File: config.mk
export PLATFORM = sky130hd
export DESIGN_NAME = word_trigger_match
export DESIGN_NICKNAME = d
export VERILOG_FILES = /design/src/rtl/wtm_pkg.sv /design/src/rtl/wtm_cfg_sync.sv /design/src/rtl/wtm_cfg_shreg.sv /design/src/rtl/wtm_compare.sv /design/src/rtl/wtm_bitsel.sv /design/src/rtl/word_trigger_match.sv
export SDC_FILE = /design/constraint.sdc
export NUM_CORES = 1
export LEC_CHECK = 0
export ABC_AREA = 1
export CAP_MARGIN = 25
export CORE_MARGIN = 4
export CORE_UTILIZATION = 51
export CTS_BUF_LIST = sky130_fd_sc_hd__clkbuf_4 sky130_fd_sc_hd__clkbuf_8
export CTS_CLUSTER_DIAMETER = 200
export CTS_CLUSTER_SIZE = 24
export DETAILED_ROUTE_END_ITERATION = 6
export PLACE_DENSITY = 0.74
export RECOVER_POWER = 50
export SETUP_SLACK_MARGIN = 0.2
export SLEW_MARGIN = 40
export SYNTH_ARGS = -nofsm -noshare
export SYNTH_HDL_FRONTEND = slang
export SYNTH_SLANG_ARGS = --single-unit
export TNS_END_PERCENT = 30
File: constraint.sdc
create_clock -name clk -period 1.75 [get_ports clk]
set_clock_uncertainty 0.1 [all_clocks]
set_input_delay 0.35 -clock clk [delete_from_list [all_inputs] [get_ports clk]]
set_output_delay 0.35 -clock clk [all_outputs]
set_load 0.01 [all_outputs]
File: src/rtl/wtm_pkg.sv
package wtm_pkg;
  localparam int unsigned WTM_CH_W_DEF   = 16;
  localparam int unsigned WTM_GRP_W_DEF  = 8;
  localparam int unsigned WTM_SYNC_DEF   = 2;
endpackage

File: src/rtl/wtm_cfg_sync.sv
module wtm_cfg_sync #(
  parameter int unsigned STAGES = wtm_pkg::WTM_SYNC_DEF
) (
  input  logic clk,
  input  logic arst_n,
  input  logic sclk_in,
  input  logic sdata_in,
  output logic rst_n_o,
  output logic shift_en,
  output logic shift_bit
);
  logic [1:0]      rst_ff;
  logic [STAGES:0] sclk_pipe, sclk_pipe_nx;
  logic [STAGES:0] data_pipe, data_pipe_nx;

  // reset: asserts at once, releases after two clock edges
  always_ff @(posedge clk or negedge arst_n) begin
    if (!arst_n) rst_ff <= 2'b00;
    else         rst_ff <= {rst_ff[0], 1'b1};
  end
  assign rst_n_o = rst_ff[1];

  always_comb begin
    sclk_pipe_nx = {sclk_pipe[STAGES-1:0], sclk_in};
    data_pipe_nx = {data_pipe[STAGES-1:0], sdata_in};
  end

  always_ff @(posedge clk or negedge rst_n_o) begin
    if (!rst_n_o) begin
      sclk_pipe <= '0;
      data_pipe <= '0;
    end else begin
      sclk_pipe <= sclk_pipe_nx;
      data_pipe <= data_pipe_nx;
    end
  end

  // one-cycle enable on a synchronised rising edge of the shift clock
  assign shift_en  = sclk_pipe[STAGES-1] & ~sclk_pipe[STAGES];
  assign shift_bit = data_pipe[STAGES-1];
endmodule

File: src/rtl/wtm_cfg_shreg.sv
module wtm_cfg_shreg #(
  parameter int unsigned CH_W = wtm_pkg::WTM_CH_W_DEF,
  localparam int unsigned CFG_W = 2 * CH_W
) (
  input  logic             clk,
  input  logic             shift_en,
  input  logic             shift_bit,
  output logic [CFG_W-1:0] cfg_q,
  output logic [CH_W-1:0]  dc_bits,
  output logic [CH_W-1:0]  pat_bits
);
  logic [CFG_W-1:0] cfg_nx;

  always_comb begin
    cfg_nx = cfg_q;
    if (shift_en) cfg_nx = {cfg_q[CFG_W-2:0], shift_bit};
  end

  // deliberately without reset: stale bits fall off the far end
  always_ff @(posedge clk) begin
    cfg_q <= cfg_nx;
  end

  assign dc_bits  = cfg_q[CFG_W-1:CH_W];
  assign pat_bits = cfg_q[CH_W-1:0];
endmodule

File: src/rtl/wtm_compare.sv
module wtm_compare #(
  parameter int unsigned CH_W = wtm_pkg::WTM_CH_W_DEF
) (
  input  logic [CH_W-1:0] word,
  input  logic [CH_W-1:0] dc_bits,
  input  logic [CH_W-1:0] pat_bits,
  output logic            hit
);
  logic [CH_W-1:0] ch_ok;

  for (genvar i = 0; i < CH_W; i++) begin : g_ch
    assign ch_ok[i] = ~(word[i] ^ pat_bits[i]) | dc_bits[i];
  end

  assign hit = &ch_ok;
endmodule

File: src/rtl/wtm_bitsel.sv
module wtm_bitsel #(
  parameter int unsigned CH_W  = wtm_pkg::WTM_CH_W_DEF,
  parameter int unsigned GRP_W = wtm_pkg::WTM_GRP_W_DEF,
  localparam int unsigned NGRP  = CH_W / GRP_W,
  localparam int unsigned SEL_W = $clog2(GRP_W)
) (
  input  logic [CH_W-1:0]  word,
  input  logic [SEL_W-1:0] sel,
  output logic [NGRP-1:0]  bits
);
  for (genvar g = 0; g < NGRP; g++) begin : g_grp
    logic [GRP_W-1:0] slice;
    assign slice   = word[g*GRP_W +: GRP_W];
    assign bits[g] = slice[sel];
  end
endmodule

File: src/rtl/word_trigger_match.sv
module word_trigger_match #(
  parameter int unsigned CH_W   = wtm_pkg::WTM_CH_W_DEF,
  parameter int unsigned GRP_W  = wtm_pkg::WTM_GRP_W_DEF,
  parameter int unsigned STAGES = wtm_pkg::WTM_SYNC_DEF,
  localparam int unsigned NGRP  = CH_W / GRP_W,
  localparam int unsigned SEL_W = $clog2(GRP_W),
  localparam int unsigned CFG_W = 2 * CH_W
) (
  input  logic             clk,
  input  logic             arst_n,
  input  logic             cfg_sclk,
  input  logic             cfg_sdata,
  input  logic [CH_W-1:0]  samp_word,
  input  logic [SEL_W-1:0] rd_sel,
  output logic             match,
  output logic [NGRP-1:0]  rd_bits
);
  logic             rst_sync_n;
  logic             shift_en, shift_bit;
  logic [CFG_W-1:0] cfg_q;
  logic [CH_W-1:0]  dc_bits, pat_bits;
  logic [CH_W-1:0]  word_q, word_nx;

  wtm_cfg_sync #(.STAGES(STAGES)) sync_i (
    .clk(clk), .arst_n(arst_n), .sclk_in(cfg_sclk), .sdata_in(cfg_sdata),
    .rst_n_o(rst_sync_n), .shift_en(shift_en), .shift_bit(shift_bit)
  );

  wtm_cfg_shreg #(.CH_W(CH_W)) shreg_i (
    .clk(clk), .shift_en(shift_en), .shift_bit(shift_bit),
    .cfg_q(cfg_q), .dc_bits(dc_bits), .pat_bits(pat_bits)
  );

  assign word_nx = samp_word;

  always_ff @(posedge clk or negedge arst_n) begin
    if (!arst_n) word_q <= '0;
    else         word_q <= word_nx;
  end

  wtm_compare #(.CH_W(CH_W)) cmp_i (
    .word(word_q), .dc_bits(dc_bits), .pat_bits(pat_bits), .hit(match)
  );

  wtm_bitsel #(.CH_W(CH_W), .GRP_W(GRP_W)) rb_i (
    .word(word_q), .sel(rd_sel), .bits(rd_bits)
  );
endmodule

==> qor.csv <==
metric;value;unit
fp.dieW;72.0;um
io_pins;26;
cpMaxStageDelayCell;edfxtp_1;
utilization;73.0;%
dr.pass1.iters;4;
max_slew.worst_pin.slew;1.08;ns
coreArea;3800;um^2
clk_latency;0.31;ns
fillers;261;
ys_ff_latch;55;
slowest_delay;0.41;ns
place.port_buffers;25;
crit_type;reg -> out;
n_antenna_cell;0;
rsz0062_at_grt;yes;
min_period;1.99;ns
cts-root-buf;clkbuf_8;
ir_drop;545;uV
clk_pin_slew;0.10;ns
fin_cells;294;
grt_antenna_before_repair;0;
ys_seq_area_share;73.6;%
syn-num-nets;204;
cap_violations;0;
cts.sinks;55;
htreeDepth;2;
avgRoutedWirePerCell;14.2;um
cp_cell_sequence;or2_0 > nand2_1 > nand2_1 > nor2_1 > nand2_1 > nor2_2 > buf_2;
worst_setup_path_start_kind;flip-flop;
final_common_cell;nand2_1;
cp_common_cell;nand2_1;
end_kind;primary output;
crit_arrival;1.54;ns
worst_slack;-0.239;ns
place_hpwl;3.01;mm
drc;0;
dp_slack;-0.660;ns
start_util;55.0;%
fmax;503;MHz
drt_iter0_drc;99;
crit_fanout;2;
avgSynthCellArea;11.5;um^2
avgViaCountPerCell;4.88;
period_share;114;%
grt_pass1_wl;6.69;mm
maxSlewViolCount;0;
finalSetupViolCount;3;
power.density;882;nW/um^2
first_global_vias;1451;
yosysWarnings;0;
die-area;5180;um^2
syn_inst;181;
layout_common_cells;46 x nand2_1, 32 x edfxtp_1, 31 x inv_1;
relSlewSlack;27.7;%
gp_congestion;0.894;
grt_start_max_net_pins;33;
synthToLayoutAreaGrowth;32.8;%
total_leakage_power;1.27;nW
cts_tree;yes;
ys_types;18;
fin_nets;268;
clockBufferDepth;2;
grt_overflow_total;0;
critPathRequiredTime;1.30;ns
hold_class;reg -> reg;
layout-drive-gt1-share;22.4;%
die_h;72.0;um
placed_cells;284;
synthesis.area;2090;um^2
grt_usage;17.5;%
postRouteAntennaNets;0;
rows;22;
num_vias;1436;
hold_viol_final;0;
violations;negative setup slack;
drt-total-wl;4.17;mm
status;complete, but fails checks;
cts_buffers;5;
-- registers in the layout, summed over array words and instances, names as in the netlist --
name              cells
shreg_i.cfg_q        32
word_q               16
sync_i.data_pipe      2
sync_i.rst_ff         2
sync_i.sclk_pipe      3
-- per-stage QoR --
step	power, W	setup TNS (ns)	hold WS [ns]	cell area (um^2)
final	0.00245	-0.305	0.258	2770
after floorplan	0.00157	0	-0.0459	2100
after global placement	0.00171	-1.44	-0.0362	2640
after CTS	0.00247	-0.234	0.265	2750
after detailed placement	0.00172	-1.58	-0.0256	2640
after global routing	0.00256	-0.565	0.277	2770
-- critical path, delay by kind of cell (launching register included) --
family / cells / cell delay, ns
simple gates: 6 / 0.67
buf+inv: 1 / 0.15
flops: 1 / 0.41
-- synthesized netlist by cell type --
library cell | instances | area share (%)
nand2_1 | 46 | 8.3
inv_1 | 33 | 5.9
edfxtp_1 | 32 | 46
dfrtp_1 | 23 | 28
a21oi_1 | 9 | 2.2
nor2_1 | 8 | 1.4
nand3_1 | 6 | 1.4
nand3b_1 | 6 | 2.2
o21ai_0 | 6 | 1.4
o21ai_1 | 2 | 0.48
or2_0 | 2 | 0.60
or2_1 | 2 | 0.60
a21oi_2 | 1 | 0.42
buf_6 | 1 | 0.54
conb_1 | 1 | 0.18
inv_2 | 1 | 0.18
nor2_2 | 1 | 0.30
o22ai_1 | 1 | 0.30
-- what timing repair did --
item,in CTS,in global routing
buffers inserted,0,1
gates resized for setup,25,8
cloned,0,0
hold buffers,1,0
hold endpoints to repair,5,0
endpoints found under the setup margin,3,3
pin swaps,12,1
-- cell families (layout without fill, tap and decap cells) --
| kind of cell | Yosys count | after routing | synth area share (%) |
|---|---|---|---|
| simple gates | 71 | 71 | 14.8 |
| compound gates | 19 | 19 | 4.79 |
| flops | 55 | 55 | 73.6 |
| buf+inv | 35 | 100 | 6.65 |
| other cells | 1 | 1 | 0.180 |
-- path summary, 6_finish.rpt --
check	from	to	slack (ns)	cells after the start
max reg2reg	sync_i.sclk_pipe[2]	shreg_i.cfg_q[28]	0.59	2
min	sync_i.sclk_pipe[0]	sync_i.sclk_pipe[1]	0.26	0
max	shreg_i.cfg_q[1]	match	-0.24	7
min in group asynchronous	sync_i.rst_ff[1]	sync_i.sclk_pipe[1]	0.52	1
max in group asynchronous	arst_n	word_q[12]	0.25	2
min reg2reg	sync_i.sclk_pipe[0]	sync_i.sclk_pipe[1]	0.26	0
-- routing by layer --
metal | vias up | part of all wire [%] | GRT usage [%]
met4 | 0 | 2.6 | 8.56
met2 | 45 | 49 | 29.1
met5 | - | 0 | 0
li1 | 703 | - | -
met3 | 14 | 6.2 | 5.26
met1 | 674 | 42 | 20.7
-- area by class of cell --
cell class,instances,area (um^2),area share [%]
tap,48,60.1,2.17
timing repair buffer,58,500,18.0
clock buffer,6,82.6,2.98
clock inverter,2,17.5,0.631
sequential,55,1540,55.4
multi-input combinational,91,449,16.2
inverter,34,128,4.60
-- where the power goes --
group          leakage (nW)  switching [W]  total, W  internal [W]
logic                 0.650       0.000111  0.000228      0.000117
registers             0.568      0.0000324   0.00146       0.00143
clock network        0.0522       0.000422  0.000754      0.000332
Power figures use the tool's default switching activity.
